==> config.mk <==
export PLATFORM = sky130hd
export DESIGN_NAME = tdm_slot_rx
export DESIGN_NICKNAME = d
export VERILOG_FILES = /design/src/rtl/tdm_rx_pkg.sv /design/src/rtl/tdm_rx_rst_sync.sv /design/src/rtl/tdm_rx_slot_cnt.sv /design/src/rtl/tdm_rx_sipo.sv /design/src/rtl/tdm_rx_hold.sv /design/src/rtl/tdm_slot_rx.sv
export SDC_FILE = /design/constraint.sdc
export NUM_CORES = 1
export LEC_CHECK = 0
export ABC_AREA = 1
export BUFFER_PORTS_ARGS = -buffer_cell sky130_fd_sc_hd__buf_4
export CORE_MARGIN = 2
export CORE_UTILIZATION = 55
export CTS_CLUSTER_SIZE = 8
export DETAILED_ROUTE_END_ITERATION = 8
export PLACE_DENSITY = 0.77
export SLEW_MARGIN = 20
export SYNTH_ARGS = -nofsm -noshare
export SYNTH_HDL_FRONTEND = slang
export SYNTH_SLANG_ARGS = --single-unit
==> constraint.sdc <==
create_clock -name clk -period 2.1 [get_ports clk]
set_input_delay 0.315 -clock clk [delete_from_list [all_inputs] [get_ports clk]]
set_output_delay 0.315 -clock clk [all_outputs]
set_load 0.05 [all_outputs]
==> src/rtl/tdm_rx_pkg.sv <==
package tdm_rx_pkg;
  // Default frame geometry; both must be powers of two so the counter
  // splits into a slot field and a bit field.
  localparam int unsigned DEF_SLOTS = 32;
  localparam int unsigned DEF_BITS  = 8;
endpackage

==> src/rtl/tdm_rx_rst_sync.sv <==
module tdm_rx_rst_sync (
  input  logic clk,
  input  logic rst_n,
  output logic rst_sync_n
);
  logic [1:0] stage_q;

  always_ff @(posedge clk or negedge rst_n) begin
    if (!rst_n) stage_q <= 2'b00;
    else        stage_q <= {stage_q[0], 1'b1};
  end

  assign rst_sync_n = stage_q[1];
endmodule

==> src/rtl/tdm_rx_slot_cnt.sv <==
module tdm_rx_slot_cnt #(
  parameter int unsigned SLOTS = 32,
  parameter int unsigned BITS  = 8,
  localparam int unsigned CNT_W  = $clog2(SLOTS * BITS),
  localparam int unsigned BIT_W  = $clog2(BITS),
  localparam int unsigned SLOT_W = CNT_W - BIT_W
) (
  input  logic              clk,
  input  logic              rst_n,
  input  logic              frame_sync,
  output logic [CNT_W-1:0]  cnt,
  output logic              locked,
  output logic              word_done,
  output logic [SLOT_W-1:0] done_slot
);
  localparam logic [CNT_W-1:0] LAST    = CNT_W'(SLOTS * BITS - 1);
  localparam logic [BIT_W-1:0] BIT_END = BIT_W'(BITS - 1);

  logic [CNT_W-1:0] cnt_d;
  logic             locked_d;
  logic             at_slot_end;
  logic             misaligned;

  always_comb begin
    at_slot_end = (cnt[BIT_W-1:0] == BIT_END);
    misaligned  = frame_sync && (cnt != LAST);
    if (frame_sync || cnt == LAST) cnt_d = '0;
    else                           cnt_d = cnt + 1'b1;
    locked_d  = locked | frame_sync;
    word_done = locked && at_slot_end && !misaligned;
    done_slot = cnt[CNT_W-1:BIT_W];
  end

  always_ff @(posedge clk or negedge rst_n) begin
    if (!rst_n) begin
      cnt    <= '0;
      locked <= 1'b0;
    end else begin
      cnt    <= cnt_d;
      locked <= locked_d;
    end
  end
endmodule

==> src/rtl/tdm_rx_sipo.sv <==
module tdm_rx_sipo #(
  parameter int unsigned BITS = 8
) (
  input  logic            clk,
  input  logic            rst_n,
  input  logic            ser_in,
  output logic [BITS-1:0] word
);
  logic [BITS-2:0] sr_q;
  logic [BITS-2:0] sr_d;

  always_comb begin
    word = {sr_q, ser_in};
    sr_d = word[BITS-2:0];
  end

  always_ff @(posedge clk or negedge rst_n) begin
    if (!rst_n) sr_q <= '0;
    else        sr_q <= sr_d;
  end
endmodule

==> src/rtl/tdm_rx_hold.sv <==
module tdm_rx_hold #(
  parameter int unsigned BITS   = 8,
  parameter int unsigned SLOT_W = 5
) (
  input  logic              clk,
  input  logic              rst_n,
  input  logic              load,
  input  logic [BITS-1:0]   word_in,
  input  logic [SLOT_W-1:0] slot_in,
  output logic [BITS-1:0]   word_q,
  output logic [SLOT_W-1:0] slot_q,
  output logic              valid_q
);
  logic [BITS-1:0]   word_d;
  logic [SLOT_W-1:0] slot_d;

  always_comb begin
    word_d = word_q;
    slot_d = slot_q;
    if (load) begin
      word_d = word_in;
      slot_d = slot_in;
    end
  end

  always_ff @(posedge clk or negedge rst_n) begin
    if (!rst_n) begin
      word_q  <= '0;
      slot_q  <= '0;
      valid_q <= 1'b0;
    end else begin
      word_q  <= word_d;
      slot_q  <= slot_d;
      valid_q <= load;
    end
  end
endmodule

==> src/rtl/tdm_slot_rx.sv <==
module tdm_slot_rx
  import tdm_rx_pkg::*;
#(
  parameter int unsigned SLOTS = DEF_SLOTS,
  parameter int unsigned BITS  = DEF_BITS,
  localparam int unsigned CNT_W  = $clog2(SLOTS * BITS),
  localparam int unsigned BIT_W  = $clog2(BITS),
  localparam int unsigned SLOT_W = CNT_W - BIT_W
) (
  input  logic              clk,
  input  logic              rst_n,
  input  logic              ser_data,
  input  logic              frame_sync,
  output logic [BITS-1:0]   rx_byte,
  output logic [SLOT_W-1:0] rx_slot,
  output logic              byte_valid
);
  logic              rst_int_n;
  logic [CNT_W-1:0]  cnt_q;
  logic              locked_q;
  logic              word_done;
  logic [SLOT_W-1:0] done_slot;
  logic [BITS-1:0]   word_now;

  tdm_rx_rst_sync u_rst (
    .clk        (clk),
    .rst_n      (rst_n),
    .rst_sync_n (rst_int_n)
  );

  tdm_rx_slot_cnt #(.SLOTS(SLOTS), .BITS(BITS)) u_cnt (
    .clk        (clk),
    .rst_n      (rst_int_n),
    .frame_sync (frame_sync),
    .cnt        (cnt_q),
    .locked     (locked_q),
    .word_done  (word_done),
    .done_slot  (done_slot)
  );

  tdm_rx_sipo #(.BITS(BITS)) u_sipo (
    .clk    (clk),
    .rst_n  (rst_int_n),
    .ser_in (ser_data),
    .word   (word_now)
  );

  tdm_rx_hold #(.BITS(BITS), .SLOT_W(SLOT_W)) u_hold (
    .clk     (clk),
    .rst_n   (rst_int_n),
    .load    (word_done),
    .word_in (word_now),
    .slot_in (done_slot),
    .word_q  (rx_byte),
    .slot_q  (rx_slot),
    .valid_q (byte_valid)
  );
endmodule

Yosys cells after proc, flatten, opt, wreduce, memory -nomap -nowiden
Cells that the tools add are included.

Flip-flop bits (word level): 32. Input bits: 4. Output and inout bits: 14. Logic and storage cells: 18.

Add/sub/neg operators: 1. Equal/unequal tests: 3. Muxes and demuxes: 1. Bitwise logic cells: 1. Reduce and logical (&&, ||, !) cells: 5.

Operators with widths (count): $add 8x1->8 const B (1); $eq 8x8->1 const B (1); $mux 8 (1); $ne 8x8->1 const B (1); $eq 3x3->1 const B (1); $logic_and 1x1->1 (3); $logic_not 1->1 (1); $logic_or 1x1->1 (1); $or 1x1->1 (1).

Depth between registers and ports, before layout
Gate-level depths: netlist of the first run.

Depth after elaboration: 4. Depth in mapped cells: 9. Gate-level depth less buffers: 8.

By module
From an unflattened synthesis of the first run, not the netlist that was laid out.

Cells, all modules: 128. Area, all modules: 1258.7 µm².

By module, submodules not included: tdm_rx_hold (times used 1, cells an instance 56, area each 519.2 µm²); tdm_rx_slot_cnt (times used 1, cells an instance 61, area each 503.0 µm²); tdm_rx_sipo (times used 1, cells an instance 8, area each 182.7 µm²); tdm_rx_rst_sync (times used 1, cells an instance 3, area each 53.8 µm²).

Worst setup path after synthesis of the first run
OpenSTA, ideal clock, no wires.

Path kind: reg-to-reg. From: reg u_cnt.cnt[0]. To: reg u_hold.slot_q[0]. Library setup time: 0.119 ns. Arrival: 1.224 ns. Data required time: 1.981 ns. Path slack: 0.756 ns. Stages on the path, launching flop included: 8. Path buffers: 1. Period minus slack after synthesis: 1.344 ns. Cell sequence: dfrtp_1 ha_1 ha_1 nand2_1 inv_1 clkbuf_1 nand3_1 nand2_1.

Cells in the longest elaborated chain, start to end: 4. Elaborated cells on any way between the ends: 6. Those cells by class: eq/ne (2); reduce/logical (4).

RTL lines: from (decl) (RTL line tdm_rx_slot_cnt.sv:11) `output logic [CNT_W-1:0] cnt,`; from (signal assigned) (RTL line tdm_rx_slot_cnt.sv:39) `cnt <= cnt_d;`; $ne 8x8->1 (RTL line tdm_rx_slot_cnt.sv:26) `misaligned = frame_sync && (cnt != LAST);`; $logic_and 1x1->1 (RTL line tdm_rx_slot_cnt.sv:26); $logic_not 1->1 (RTL line tdm_rx_slot_cnt.sv:30) `word_done = locked && at_slot_end && !misaligned;`; $logic_and 1x1->1 * (RTL line tdm_rx_slot_cnt.sv:30); to (signal assigned) (RTL line tdm_rx_hold.sv:33) `slot_q <= slot_d;`; to (decl) (RTL line tdm_rx_hold.sv:11) `output logic [SLOT_W-1:0] slot_q,`.

Mark *: on every way between the ends. The rest lies on a longest branch, timed or not. A chain may end at the register's enable or synchronous reset.

Worst setup path after layout of the first run
From: reg u_cnt.cnt[0]. To: reg u_hold.word_q[0].

Cells in the longest elaborated chain, start to end: 4. Elaborated cells on any way between the ends: 6. Those cells by class: eq/ne (2); reduce/logical (4).

RTL lines: $ne 8x8->1 (RTL line tdm_rx_slot_cnt.sv:26); $logic_and 1x1->1 (RTL line tdm_rx_slot_cnt.sv:26); $logic_not 1->1 (RTL line tdm_rx_slot_cnt.sv:30); $logic_and 1x1->1 * (RTL line tdm_rx_slot_cnt.sv:30); to (signal assigned) (RTL line tdm_rx_hold.sv:32) `word_q <= word_d;`; to (decl) (RTL line tdm_rx_hold.sv:10) `output logic [BITS-1:0] word_q,`.

Marks and branches as above.

==> results of run 1 <==
[placed cells by master (no fill, tap or decap)]
master,n
sky130_fd_sc_hd__nor2_1,11
sky130_fd_sc_hd__buf_4,18
sky130_fd_sc_hd__nor3_1,2
sky130_fd_sc_hd__clkbuf_4,5
sky130_fd_sc_hd__bufinv_16,1
sky130_fd_sc_hd__clkinv_2,1
sky130_fd_sc_hd__conb_1,1
sky130_fd_sc_hd__inv_1,8
sky130_fd_sc_hd__nor2_2,1
sky130_fd_sc_hd__nand2_2,2
sky130_fd_sc_hd__dfrtp_1,32
sky130_fd_sc_hd__o21bai_1,1
sky130_fd_sc_hd__o21ai_0,1
sky130_fd_sc_hd__nand2_4,2
sky130_fd_sc_hd__a21oi_1,1
sky130_fd_sc_hd__nand2_1,35
sky130_fd_sc_hd__or2_2,1
sky130_fd_sc_hd__nand3_1,16
sky130_fd_sc_hd__ha_1,2
sky130_fd_sc_hd__clkinvlp_4,1
sky130_fd_sc_hd__xor2_1,1
sky130_fd_sc_hd__dlygate4sd3_1,1
[flip-flops by register name, summed over array words and instances (netlist names)]
signal	cells
u_hold.valid_q	1
u_cnt.cnt	8
u_hold.slot_q	5
u_hold.word_q	8
u_cnt.locked	1
u_sipo.sr_q	7
u_rst.stage_q	2
[synth_stat cells (all sizes together)]
library cell,n
a21oi,1
buf,2
clkbuf,1
conb,1
dfrtp,32
ha,2
inv,8
nand2,39
nand3,16
nor2,12
nor3,2
o21ai,1
o21bai,1
or2,1
xor2,1
[layer usage]
layer,up-vias,routed length [um]
met1,397,847
met5,-,0
li1,420,-
met2,21,899
met4,0,44
met3,6,118
[where the power goes]
part | switching, W | internal (W)
clock | 0.000209 | 0.000248
sequential | 0.0000155 | 0.000642
combinational | 0.0000788 | 0.0000330
[logic make-up (layout without fill, tap and decap cells)]
kind of cell	after synthesis	count (layout)	synth area share
flops	32	32	0.655
buf+inv	11	35	0.0461
simple gates	70	70	0.254
fa+ha+maj	2	2	0.0205
other cells	1	1	0.00307
xor+xnor	1	1	0.00717
compound gates	3	3	0.0143
[critical path, delay by kind of cell, from the launching register on]
family        cells  cell delay (ns)
simple gates      4             0.38
buf+inv           1             0.32
fa+ha+maj         2             0.31
flops             1             0.38
[path summary, 6_finish.rpt]
| kind | startpoint | to | slack (ns) | depth (start not counted) |
|---|---|---|---|---|
| min reg2reg | u_rst.stage_q[1] | u_hold.word_q[3] | 0.13 | 0 |
| min in group asynchronous | u_rst.stage_q[1] | u_hold.word_q[3] | 0.13 | 0 |
| max in group asynchronous | u_rst.stage_q[1] | u_cnt.cnt[5] | 1.38 | 1 |
| min | ser_data | u_sipo.sr_q[0] | 0.1 | 1 |
| max | u_cnt.cnt[0] | u_hold.word_q[0] | 0.60 | 7 |
| max reg2reg | u_cnt.cnt[0] | u_hold.word_q[0] | 0.60 | 7 |
[area by class of cell]
cell class | instances | area [sq um] | share of cell area
repair buffers | 19 | 145 | 0.0997
multi-input cells | 77 | 365 | 0.251
well taps | 28 | 35.0 | 0.0241
clock buffers | 5 | 37.5 | 0.0258
clock inverters | 3 | 42.5 | 0.0292
inverters | 8 | 30.0 | 0.0206
flip-flops and latches | 32 | 801 | 0.550
[per-stage QoR]
stage | setup WS, ns | instances
detailed placement | 0.590 | 163
finish | 0.605 | 172
global route | 0.429 | 172
global placement | 0.663 | 163
CTS | 0.574 | 172
floorplan | 0.756 | 120
==> impl_results.rst, run 1 <==
.. list-table::
   :header-rows: 1

   * - Metric
     - Value
   * - Master of the slowest instance on the critical path
     - sky130_fd_sc_hd__dfrtp_1
   * - Wire length of the first global-routing pass
     - 3440 um
   * - Overflow left after global routing
     - 0
   * - Fin Hold WS
     - 0.0960 ns
   * - Upper clock frequency limit
     - 669 MHz
   * - Area delta synth->final
     - 19.1%
   * - Die span in y
     - 51.1 um
   * - Worst path max stage delay
     - 0.38 ns
   * - GR Util met3
     - 0.0877
   * - Nature of the critical path endpoint
     - flop
   * - Worst Path Max Fanout
     - 14
   * - Net count after synthesis
     - 126
   * - Overall Global Routing Usage
     - 0.189
   * - Post-synth top area cell
     - sky130_fd_sc_hd__dfrtp_1
   * - Total power per unit cell area
     - 842 nW/um^2
   * - Final cell area excluding filler cells
     - 1460 sq um
   * - Max rail drop VDD
     - 0.695 mV
   * - Num ports
     - 18
   * - Weighted congestion reported at the end of routability-driven placement
     - 0.740
   * - Antenna Nets Post-Route
     - 0
   * - DRC violation count after routing
     - 0
   * - Area of the core
     - 2150 sq um
   * - Global-route met2 utilization
     - 0.277
   * - Met1 track demand over resource in global routing
     - 0.236
   * - GRT Max-Usage Layer
     - met2
   * - Filler instances
     - 168
   * - Clock-pin slew reported for the worst setup and hold paths after clock tree synthesis
     - 0.10 ns
   * - Unrepaired setup endpoints after global routing
     - false
   * - Number of pins exceeding their max-slew limit in the final report
     - 0
   * - Data required time of the worst path
     - 2.33 ns
   * - Routed wire length
     - 1910 um
   * - Vias in the first global route
     - 793
   * - First-pass DRT Iterations
     - 4
   * - Final period utilization
     - 0.712
   * - Worst-case clock skew
     - 0.00275 ns
   * - Fraction of final layout cells with drive strength greater than 1
     - 0.222
   * - Synthesized cell area
     - 1220 sq um
   * - Synth top area cells
     - sky130_fd_sc_hd__dfrtp_1, sky130_fd_sc_hd__nand2_1, sky130_fd_sc_hd__nand3_1, sky130_fd_sc_hd__nor2_1, sky130_fd_sc_hd__inv_1
   * - Power, Total
     - 0.00123 W
   * - Vias post-DR
     - 844
   * - Post-Syn Instances
     - 120
   * - Path category of the worst min-delay check
     - in -> reg
   * - Final setup TNS
     - 0 ns
   * - Number of antenna violations at the first check in global routing
     - 0
   * - Type of the worst setup path
     - reg -> reg
   * - Pin count of the biggest net entering global routing
     - 24
   * - Cell Area, Placed
     - 1370 sq um
   * - Number of warnings issued by yosys
     - 0
   * - Final Critical Period
     - 1.50 ns
   * - Synth Register Bits
     - 32
   * - Hold buffers post-CTS
     - 1
   * - Horizontal die dimension
     - 51.1 um
   * - Final core utilization
     - 0.678
   * - Floorplan die area
     - 2620 sq um
   * - Data arrival time of the critical path
     - 1.72 ns
   * - Starting density of the core
     - 0.569
   * - Hold violation total from the final report
     - 0
   * - Average routed wire per standard cell
     - 11.1 um
   * - Standard-cell rows
     - 17
   * - Total clock sinks
     - 32
   * - IO buf count
     - 17
   * - Final #Nets
     - 149
   * - Max-capacitance violation count
     - 0
   * - Final setup violation count
     - 0
   * - Synthesized area per cell
     - 10.2 sq um
   * - Antenna diodes
     - 0
   * - Outcome
     - finished clean
   * - Static Leakage
     - 0.788 nW
   * - Startpoint Class
     - flop
   * - Clock tree from TritonCTS
     - done
   * - HPWL reported at the end of detailed placement
     - 1390 um
   * - Seq/Total Area, Yosys
     - 0.655
   * - Post-synth top area share
     - 0.655
   * - Number of buffers added for setup after CTS
     - 0
   * - Ratio of routed vias to standard cells
     - 4.91
   * - Count of different cell masters after synthesis
     - 18
   * - CTS root buffer
     - sky130_fd_sc_hd__clkbuf_4
   * - Number of design-rule violations left by the first detailed-router iteration
     - 6
   * - Number of gates given a new drive strength after cts
     - 0
   * - Ordered list of cells on the worst path
     - ha_1 -> ha_1 -> nand2_1 -> inv_1 -> nand2_4 -> nand2_1 -> nand2_1
   * - Total CTS buffers
     - 5
   * - H-tree levels
     - 2
   * - Insertion delay of the later-clocked pin in the worst-skew pair
     - 0.33 ns
   * - Most frequent cell on the critical path
     - sky130_fd_sc_hd__nand2_1
   * - Clock Path Buffers
     - 2
Note: power is estimated with default switching activity, not from simulation.
==> run 2, diff against run 1 <==
Settings changed: CORE_UTILIZATION 55 to 49, PLACE_DENSITY 0.77 to 0.73.
Clock period 2.1 ns to 1.3 ns, I/O delays scaled along.
==> run 2 against run 1 <==
The run now ends with negative setup slack left. Hold slack improved by 0.029 ns. Die area increased by 11%. Final cell count increased by 10%. Critical endpoint is now u_hold.word_q[5]. Clock-buffer cell count increased by 1. Global-route usage increased by 1.3 points. Register-to-register slack got worse by 0.61 ns. Flip-flop and latch count unchanged. Critical path depth increased by 1. Clock power increased by 58%.
==> impl_results.rst, run 2 (synthesized netlist as in run 1, its figures left out) <==
.. list-table::
   :header-rows: 1

   * - Metric
     - Value
   * - Final Critical Period
     - 1.30 ns (-0.194 ns)
   * - Insertion delay of the later-clocked pin in the worst-skew pair
     - 0.33 ns (about the same)
   * - Ratio of routed vias to standard cells
     - 4.94 (+0.61%)
   * - Worst Hold Depth
     - 2 (+1)
   * - Startpoint Class
     - flop
   * - Static Leakage
     - 0.898 nW (+14%)
   * - Violations in the final reports
     - negative setup slack
   * - Number of cells traversed by the worst register-to-register path
     - 8 (+1)
   * - Post-route worst setup slack
     - -0.00115 ns (-0.606 ns)
   * - HPWL reported at the end of detailed placement
     - 1510 um (+8.7%)
   * - Num ports
     - 18 (unchanged)
   * - Path category of the worst min-delay check
     - in -> reg
   * - Worst Path Max Fanout
     - 7 (-7)
   * - Number of pins exceeding their max-slew limit in the final report
     - 0 (unchanged)
   * - Clock-pin slew reported for the worst setup and hold paths after clock tree synthesis
     - 0.09 ns (about the same)
   * - Area occupied by multi-input gates
     - 526 sq um (+44%)
   * - Max-capacitance violation count
     - 0 (unchanged)
   * - Pin count of the biggest net entering global routing
     - 22 (-8.3%)
   * - Worst path max stage delay
     - 0.43 ns (+0.05 ns)
   * - Nature of the critical path endpoint
     - flop
   * - Routed wire length
     - 2450 um (+28%)
   * - IO buf count
     - 17 (unchanged)
   * - Global-route met2 utilization
     - 0.327 (+0.0502)
   * - Final period utilization
     - 1.00 (+0.289)
   * - Die span in y
     - 53.9 um (+5.5%)
   * - Overall Global Routing Usage
     - 0.202 (+0.0127)
   * - Ordered list of cells on the worst path
     - ha_4 -> ha_4 -> nand2_4 -> inv_6 -> buf_12 -> nand2_8 -> nand2_2 -> nand2_2
   * - Max rail drop VDD
     - 1.17 mV (+68%)
   * - Weighted congestion reported at the end of routability-driven placement
     - 0.789 (+6.7%)
   * - Outcome
     - complete, but fails checks
   * - Standard-cell rows
     - 18 (+1)
   * - Starting density of the core
     - 0.507 (-0.0617)
   * - Clock tree from TritonCTS
     - done
   * - Area delta synth->final
     - 45.7%
   * - Register cell area after layout
     - 801 sq um (unchanged)
   * - Clock Path Buffers
     - 2 (unchanged)
   * - Master of the slowest instance on the critical path
     - sky130_fd_sc_hd__dfrtp_1
   * - Number of antenna violations at the first check in global routing
     - 0 (unchanged)
   * - Final setup violation count
     - 1 (+1)
   * - Vias in the first global route
     - 838 (+5.7%)
   * - H-tree levels
     - 2 (unchanged)
   * - Average routed wire per standard cell
     - 12.9 um (+16%)
   * - Data required time of the worst path
     - 1.57 ns (-0.76 ns)
   * - Met1 track demand over resource in global routing
     - 0.239 (+0.00305)
   * - Unrepaired setup endpoints after global routing
     - true
   * - GR Util met3
     - 0.0833 (-0.00439)
   * - Number of design-rule violations left by the first detailed-router iteration
     - 9 (+3)
   * - Commonest cells after routing, fill and taps aside
     - sky130_fd_sc_hd__dfrtp_1, sky130_fd_sc_hd__nand2_1, sky130_fd_sc_hd__buf_4, sky130_fd_sc_hd__nand3_2, sky130_fd_sc_hd__nor2_1
   * - Hold violation total from the final report
     - 0 (unchanged)
   * - Type of the worst setup path
     - reg -> reg
   * - Fraction of final layout cells with drive strength greater than 1
     - 0.425 (+0.203)
   * - Most frequent standard cell in the layout excluding fill and tap cells
     - sky130_fd_sc_hd__dfrtp_1
   * - First-pass DRT Iterations
     - 4 (unchanged)
   * - Floorplan die area
     - 2910 sq um (+11%)
   * - Data arrival time of the critical path
     - 1.57 ns (-0.15 ns)
   * - Worst-case clock skew
     - 0.00851 ns (+0.00576 ns)
   * - DRC violation count after routing
     - 0 (unchanged)
   * - Overflow left after global routing
     - 0 (unchanged)
   * - Largest registers
     - u_cnt.cnt (8), u_hold.word_q (8), u_sipo.sr_q (7)
   * - Fin Hold WS
     - 0.125 ns (+0.0294 ns)
   * - Total power per unit cell area
     - 1140 nW/um^2 (+35%)
   * - Total CTS buffers
     - 5 (unchanged)
   * - Wire length of the first global-routing pass
     - 3930 um (+14%)
   * - GRT Max-Usage Layer
     - met2
   * - Final #Nets
     - 165 (+11%)
   * - Area of the core
     - 2410 sq um (+12%)
   * - Final cell area excluding filler cells
     - 1780 sq um (+22%)
   * - Antenna Nets Post-Route
     - 0 (unchanged)
   * - Filler instances
     - 153 (-8.9%)
   * - Vias post-DR
     - 938 (+11%)
   * - Upper clock frequency limit
     - 769 MHz (+15%)
   * - CTS root buffer
     - sky130_fd_sc_hd__clkbuf_4
   * - Horizontal die dimension
     - 53.9 um (+5.5%)
   * - Cell Area, Placed
     - 1440 sq um (+5.3%)
   * - Antenna diodes
     - 0 (unchanged)
   * - Total clock sinks
     - 32 (unchanged)
-- run 2: cell count changes in the layout (fill, tap and decap cells not counted), moves of 3 or more --
cell	delta
sky130_fd_sc_hd__nor2_1	-3
sky130_fd_sc_hd__buf_12	+3
sky130_fd_sc_hd__nand2_8	+3
sky130_fd_sc_hd__nand3_2	+10
sky130_fd_sc_hd__nand3_1	-10
sky130_fd_sc_hd__nand2_1	-6
sky130_fd_sc_hd__nand2_2	+3
sky130_fd_sc_hd__buf_4	+9
-- run 2: final timing paths --
kind                                  start                to  slack, ns
max                            u_cnt.cnt[1]  u_hold.word_q[5]     -0.001
min                              frame_sync      u_cnt.locked       0.13
max reg2reg                    u_cnt.cnt[1]  u_hold.word_q[5]     -0.001
min reg2reg                u_rst.stage_q[1]      u_cnt.cnt[7]       0.18
max in group asynchronous  u_rst.stage_q[1]  u_hold.slot_q[1]       0.65
min in group asynchronous             rst_n  u_rst.stage_q[0]       0.18
-- run 2: stage by stage --
step / cells / TNS, ns / utilization / setup WS [ns] / total power, W
final: 190 / -0.00115 / 0.739 / -0.00115 / 0.00203
after global routing: 190 / -0.403 / 0.739 / -0.0571 / 0.00214
after CTS: 188 / -0.112 / 0.685 / -0.0152 / 0.00202
after detailed placement: 171 / -0.786 / 0.597 / -0.0734 / 0.00127
after global placement: 171 / -0.0807 / 0.597 / -0.0105 / 0.00127
after floorplan: 120 / 0 / - / 0.00165 / 0.00120
-- run 2: cell type report --
type	count	area share
clock buffers	6	0.0232
inverters	8	0.0197
well taps	30	0.0211
multi-input cells	78	0.295
repair buffers	34	0.171
clock inverters	2	0.0197
flip-flops and latches	32	0.450
-- run 2: power breakdown --
group          internal [W]  total, W  switching, W  leakage [nW]
combinational     0.0000876  0.000234      0.000146         0.439
sequential          0.00104   0.00107     0.0000364         0.417
clock              0.000403  0.000724      0.000321        0.0422
-- run 2: critical path, delay by kind of cell, from the launching register on --
kind                       cells  cell delay (ns)
and+or+nand+nor                4             0.29
adders and majority gates      2             0.35
buffers and inverters          2             0.17
DFF                            1             0.43
-- run 2: routing by layer --
layer  part of all wire  vias up
li1                   -      457
met1               0.41      453
met2               0.51       23
met3              0.056        5
met4              0.018        0
met5                  0        -
-- run 2: what timing repair did --
action,in CTS,in global routing
setup endpoints to repair,15,21
pin swaps,15,13
gates resized for setup,13,24
cloned,1,0
hold buffers,2,0
setup buffers,6,2
endpoints found under the hold margin,3,0
